$ cat src/rtl/deglitch_bank.sv
module deglitch_bank #(
  parameter int CH       = 24,
  parameter int TICK_DIV = 20,
  parameter int IVW      = 20
) (
  input  logic          clk,
  input  logic          rst_n,
  input  logic [CH-1:0] din,
  input  logic          reg_we,
  input  logic [3:0]    reg_addr,
  input  logic [7:0]    reg_wdata,
  output logic [7:0]    reg_rdata
);
  localparam int NB = CH / 8;
  localparam int PW = (TICK_DIV > 2) ? $clog2(TICK_DIV) : 1;
  localparam logic [3:0] A_IVL = 4'h4;
  localparam logic [3:0] A_ENA = 4'h8;
  localparam logic [3:0] A_CMD = 4'hC;

  logic [CH-1:0]  sync1, sync2, filt, en, level;
  logic [IVW-1:0] ival_stage, ival_act;
  logic [PW-1:0]  pre;
  logic           tick;

  wire cmd_hit  = reg_we && reg_addr == A_CMD;
  wire clr_filt = cmd_hit && reg_wdata[1];
  wire restart  = cmd_hit && reg_wdata[0];

  assign tick  = pre == PW'(TICK_DIV - 1);
  assign level = (filt & en) | (sync2 & ~en);

  always_ff @(posedge clk) begin
    if (!rst_n) begin
      sync1 <= '0;
      sync2 <= '0;
    end else begin
      sync1 <= din;
      sync2 <= sync1;
    end
  end

  always_ff @(posedge clk) begin
    if (!rst_n) pre <= '0;
    else if (restart || tick) pre <= '0;
    else pre <= pre + PW'(1);
  end

  always_ff @(posedge clk) begin
    if (!rst_n) begin
      ival_stage <= '0;
      ival_act   <= '0;
      en         <= '0;
    end else begin
      for (int k = 0; k < 3; k++)
        if (reg_we && reg_addr == A_IVL + 4'(k))
          for (int b = 0; b < 8; b++)
            if (8*k + b < IVW) ival_stage[8*k+b] <= reg_wdata[b];
      for (int k = 0; k < NB; k++)
        if (reg_we && reg_addr == A_ENA + 4'(k))
          en[8*k +: 8] <= reg_wdata;
      if (restart) ival_act <= ival_stage;
    end
  end

  for (genvar i = 0; i < CH; i++) begin : g_ch
    logic [IVW-1:0] cnt;
    always_ff @(posedge clk) begin
      if (!rst_n) begin
        filt[i] <= 1'b0;
        cnt     <= '0;
      end else if (clr_filt || !en[i]) begin
        filt[i] <= sync2[i];
        cnt     <= '0;
      end else if (restart || sync2[i] == filt[i]) begin
        cnt <= '0;
      end else if (tick) begin
        if (cnt >= ival_act) begin
          filt[i] <= sync2[i];
          cnt     <= '0;
        end else begin
          cnt <= cnt + IVW'(1);
        end
      end
    end
  end

  always_comb begin
    reg_rdata = '0;
    for (int k = 0; k < NB; k++)
      if (reg_addr == 4'(k)) reg_rdata = level[8*k +: 8];
  end
endmodule

$ cat config.mk
export PLATFORM = sky130hd
export DESIGN_NAME = deglitch_bank
export DESIGN_NICKNAME = d
export VERILOG_FILES = /design/src/rtl/deglitch_bank.sv
export SDC_FILE = /design/constraint.sdc
export NUM_CORES = 2
export LEC_CHECK = 0
export BUFFER_PORTS_ARGS = -buffer_cell sky130_fd_sc_hd__buf_4
export CORE_MARGIN = 2
export CORE_UTILIZATION = 33
export CTS_BUF_LIST = sky130_fd_sc_hd__clkbuf_4 sky130_fd_sc_hd__clkbuf_8 sky130_fd_sc_hd__clkbuf_16
export CTS_CLUSTER_DIAMETER = 50
export DETAILED_ROUTE_END_ITERATION = 10
export HOLD_SLACK_MARGIN = 0.05
export PLACE_DENSITY = 0.58
export RECOVER_POWER = 25
export SLEW_MARGIN = 20
export SYNTH_ARGS = -nofsm -noshare
export SYNTH_HDL_FRONTEND = slang
export SYNTH_SLANG_ARGS = --single-unit
$ cat constraint.sdc
create_clock -name clk -period 5 [get_ports clk]
set_input_delay 0.75 -clock clk [delete_from_list [all_inputs] [get_ports clk]]
set_output_delay 0.75 -clock clk [all_outputs]
set_load 0.1 [all_outputs]
==> results.sh <==
export IMPL_outcome="finished with violations"
export IMPL_violations="max-capacitance violations, max-slew violations"
export IMPL_rsz0062_at_grt="false"
export IMPL_seq_area_frac_synth_pct=33.9
export IMPL_cts_setup_buffers=0
export IMPL_synth_most_common_cell="dfxtp_1"
export IMPL_routed_wl_um=102000
export IMPL_cp_end_kind="register"
export IMPL_cts_resized=0
export IMPL_ys_async_sr_fraction_pct=0
export IMPL_wl_per_cell_um=17.6
export IMPL_drive_above_1_share_pct=6.93
export IMPL_maxCapViolCount=3
export IMPL_synth_top_area_share_pct=33.9
export IMPL_place_congestion=0.833
export IMPL_synthMuxAreaShare_pct=2.54
export IMPL_worst_slew_pin_slew_ns=3.04
export IMPL_synth_edff_count=0
export IMPL_fp_dieArea_mm2=0.114
export IMPL_synth_top_area_cell="dfxtp_1"
export IMPL_synth_top_family_by_area="simple AND/OR/NAND/NOR gates"
export IMPL_drt_iter0_markers=1934
export IMPL_maxSlewViolCount=166
export IMPL_fill_cells=11100
export IMPL_io_buffers=46
export IMPL_grtUsageTotal_pct=17.8
export IMPL_core_area_mm2=0.110
export IMPL_fin_crit_ns=4.09
export IMPL_leakagePower_uw=0.0161
export IMPL_dieWidth_um=337
export IMPL_ys_warn_count=0
export IMPL_ys_top_cells_by_area="dfxtp_1, ha_1, xor2_1, nor2_1, nand2_1"
export IMPL_power_density_mw_per_mm2=282
export IMPL_skew_ns=0.0288
export IMPL_period_share_pct=81.8
export IMPL_syn_nets=4742
export IMPL_drcViolationCount=0
export IMPL_ios=47
export IMPL_cts_sinks=621
export IMPL_initial_core_util_pct=33.2
export IMPL_rows=122
export IMPL_synth_seq_cells=621
export IMPL_syn_area_mm2=0.0366
export IMPL_htreeDepth=3
export IMPL_peakVddDrop_uv=252
export IMPL_crit_fanout=24
export IMPL_finalSetupViolCount=0
export IMPL_hold_viol=0
export IMPL_clk_root_buffer_cell="clkbuf_16"
export IMPL_antenna_found_initial=1
export IMPL_grt_pass1_vias=27900
export IMPL_synth_compound_area_share_pct=10.8
export IMPL_cts_buffers=87
export IMPL_cp_start_kind="register"
export IMPL_multi_input_area_mm2=0.0235
export IMPL_seq_area_mm2=0.0124
export IMPL_clock_path_buffers=3
export IMPL_diodes=0
export IMPL_synth_cell_types=61
export IMPL_final_nets=4810
export IMPL_path_class="register to register"
export IMPL_hold_worst_slack_ns=0.317
export IMPL_reg2reg_slack_ns=0.91
export IMPL_finalSetupTns_ns=0
export IMPL_yosys_area_share_simple_pct=23.4
export IMPL_ant_nets=0
export IMPL_timing_fmax_mhz=244
export IMPL_area_growth_pct=13.8
export IMPL_synth_main_ff_cell="dfxtp_1"
export IMPL_die_h_um=337
export IMPL_grt_max_degree=75
export IMPL_hold_buffers=0
export IMPL_synth_cells=4198
export IMPL_grt_pass1_wl_um=159000
export IMPL_worst_endpoint_required_ns=5.48
export IMPL_overflow=0
export IMPL_synth_xor_area_share_pct=10.1
export IMPL_worstSkewPairLatency_ns=0.64
export IMPL_clkTransAtPathRegs_ns=0.06
export IMPL_viasPerCell=5.16
export IMPL_slew_headroom_pct=-102
export IMPL_hp_class="input pin to register"
export IMPL_hpwlAfterDp_um=69100
export IMPL_synthAdderAreaFrac_pct=17.3
export IMPL_cts_tree="done"
export IMPL_vias=30000
export IMPL_first_pass_iters=5
export IMPL_syn_area_per_cell_um2=8.73
export IMPL_synth_common_cells="dfxtp_1, nor2_1, ha_1, nand2_1, xor2_1"
export IMPL_crit_arrival_ns=4.57
logic make-up (layout without fill, tap and decap cells):
group,Yosys count,after routing
buf+inv,174,308
xor+xnor,421,421
compound gates,592,592
fa+ha+maj,505,505
flops,621,621
mux,93,93
simple gates,1792,1792
layer usage:
| layer | GRT usage, % | up-vias | wire (um) |
|---|---|---|---|
| li1 | - | 15100 | - |
| met1 | 25.1 | 14100 | 49600 |
| met2 | 27.8 | 647 | 43900 |
| met3 | 2.90 | 173 | 5810 |
| met4 | 5.57 | 0 | 3110 |
| met5 | 0 | - | 0 |
power by group:
part           total, uW  switching, uW  internal (uW)
combinational        195            130           65.2
sequential          5000           24.2           4980
clock               6560           2450           4110
layout by cell type, fill, tap and decap left out, drive strengths merged, types with 113 or more instances in the layout:
cell type  instances
dfxtp            621
nor2             587
ha               505
nand2            418
xor2             280
a21oi            269
nand3            251
nand4            174
xnor2            141
clkbuf           113
path summary, 6_finish.rpt:
kind                start                to  depth (start not counted)
max          ival_act[15]  g_ch[12].cnt[17]                          8
min                din[4]          sync1[4]                          2
max reg2reg  ival_act[15]  g_ch[12].cnt[17]                          8
min reg2reg     sync1[13]         sync2[13]                          1
per-stage QoR:
step                power, uW  util (%)  instances  setup WS [ns]  cell area [um^2]
detailed placement       5310      35.0       5665           1.56             38700
CTS                     11900      37.8       5820           1.52             41700
floorplan                5210         -       4198           2.18             36600
global route            12100      37.8       5820          0.680             41700
global placement         5300      35.0       5665           1.65             38700
finish                  11800      37.8       5820          0.909             41700
layout make-up:
class | instances | share of cell area (%)
clock buffer | 110 | 5.87
clock inverter | 45 | 1.50
inverter | 72 | 0.648
multi-input combinational | 3403 | 56.2
sequential | 621 | 29.8
tap | 1488 | 4.46
timing repair buffer | 81 | 1.46
registers in the layout, summed over array words and instances, names as in the netlist:
register,flops
en,24
filt,24
g_ch.cnt,480
ival_act,20
ival_stage,20
pre,5
sync1,24
sync2,24
worst max-delay path: stages (launching register included):
cell and delay (ns):
dfxtp_1 0.31, inv_1 1.41, ha_1 0.39, nand4_1 0.14
nor4_1 0.33, and4_1 0.29, a211oi_4 0.12, o21ai_1 0.80
nor2_1 0.12
Power figures use the tool's default switching activity.
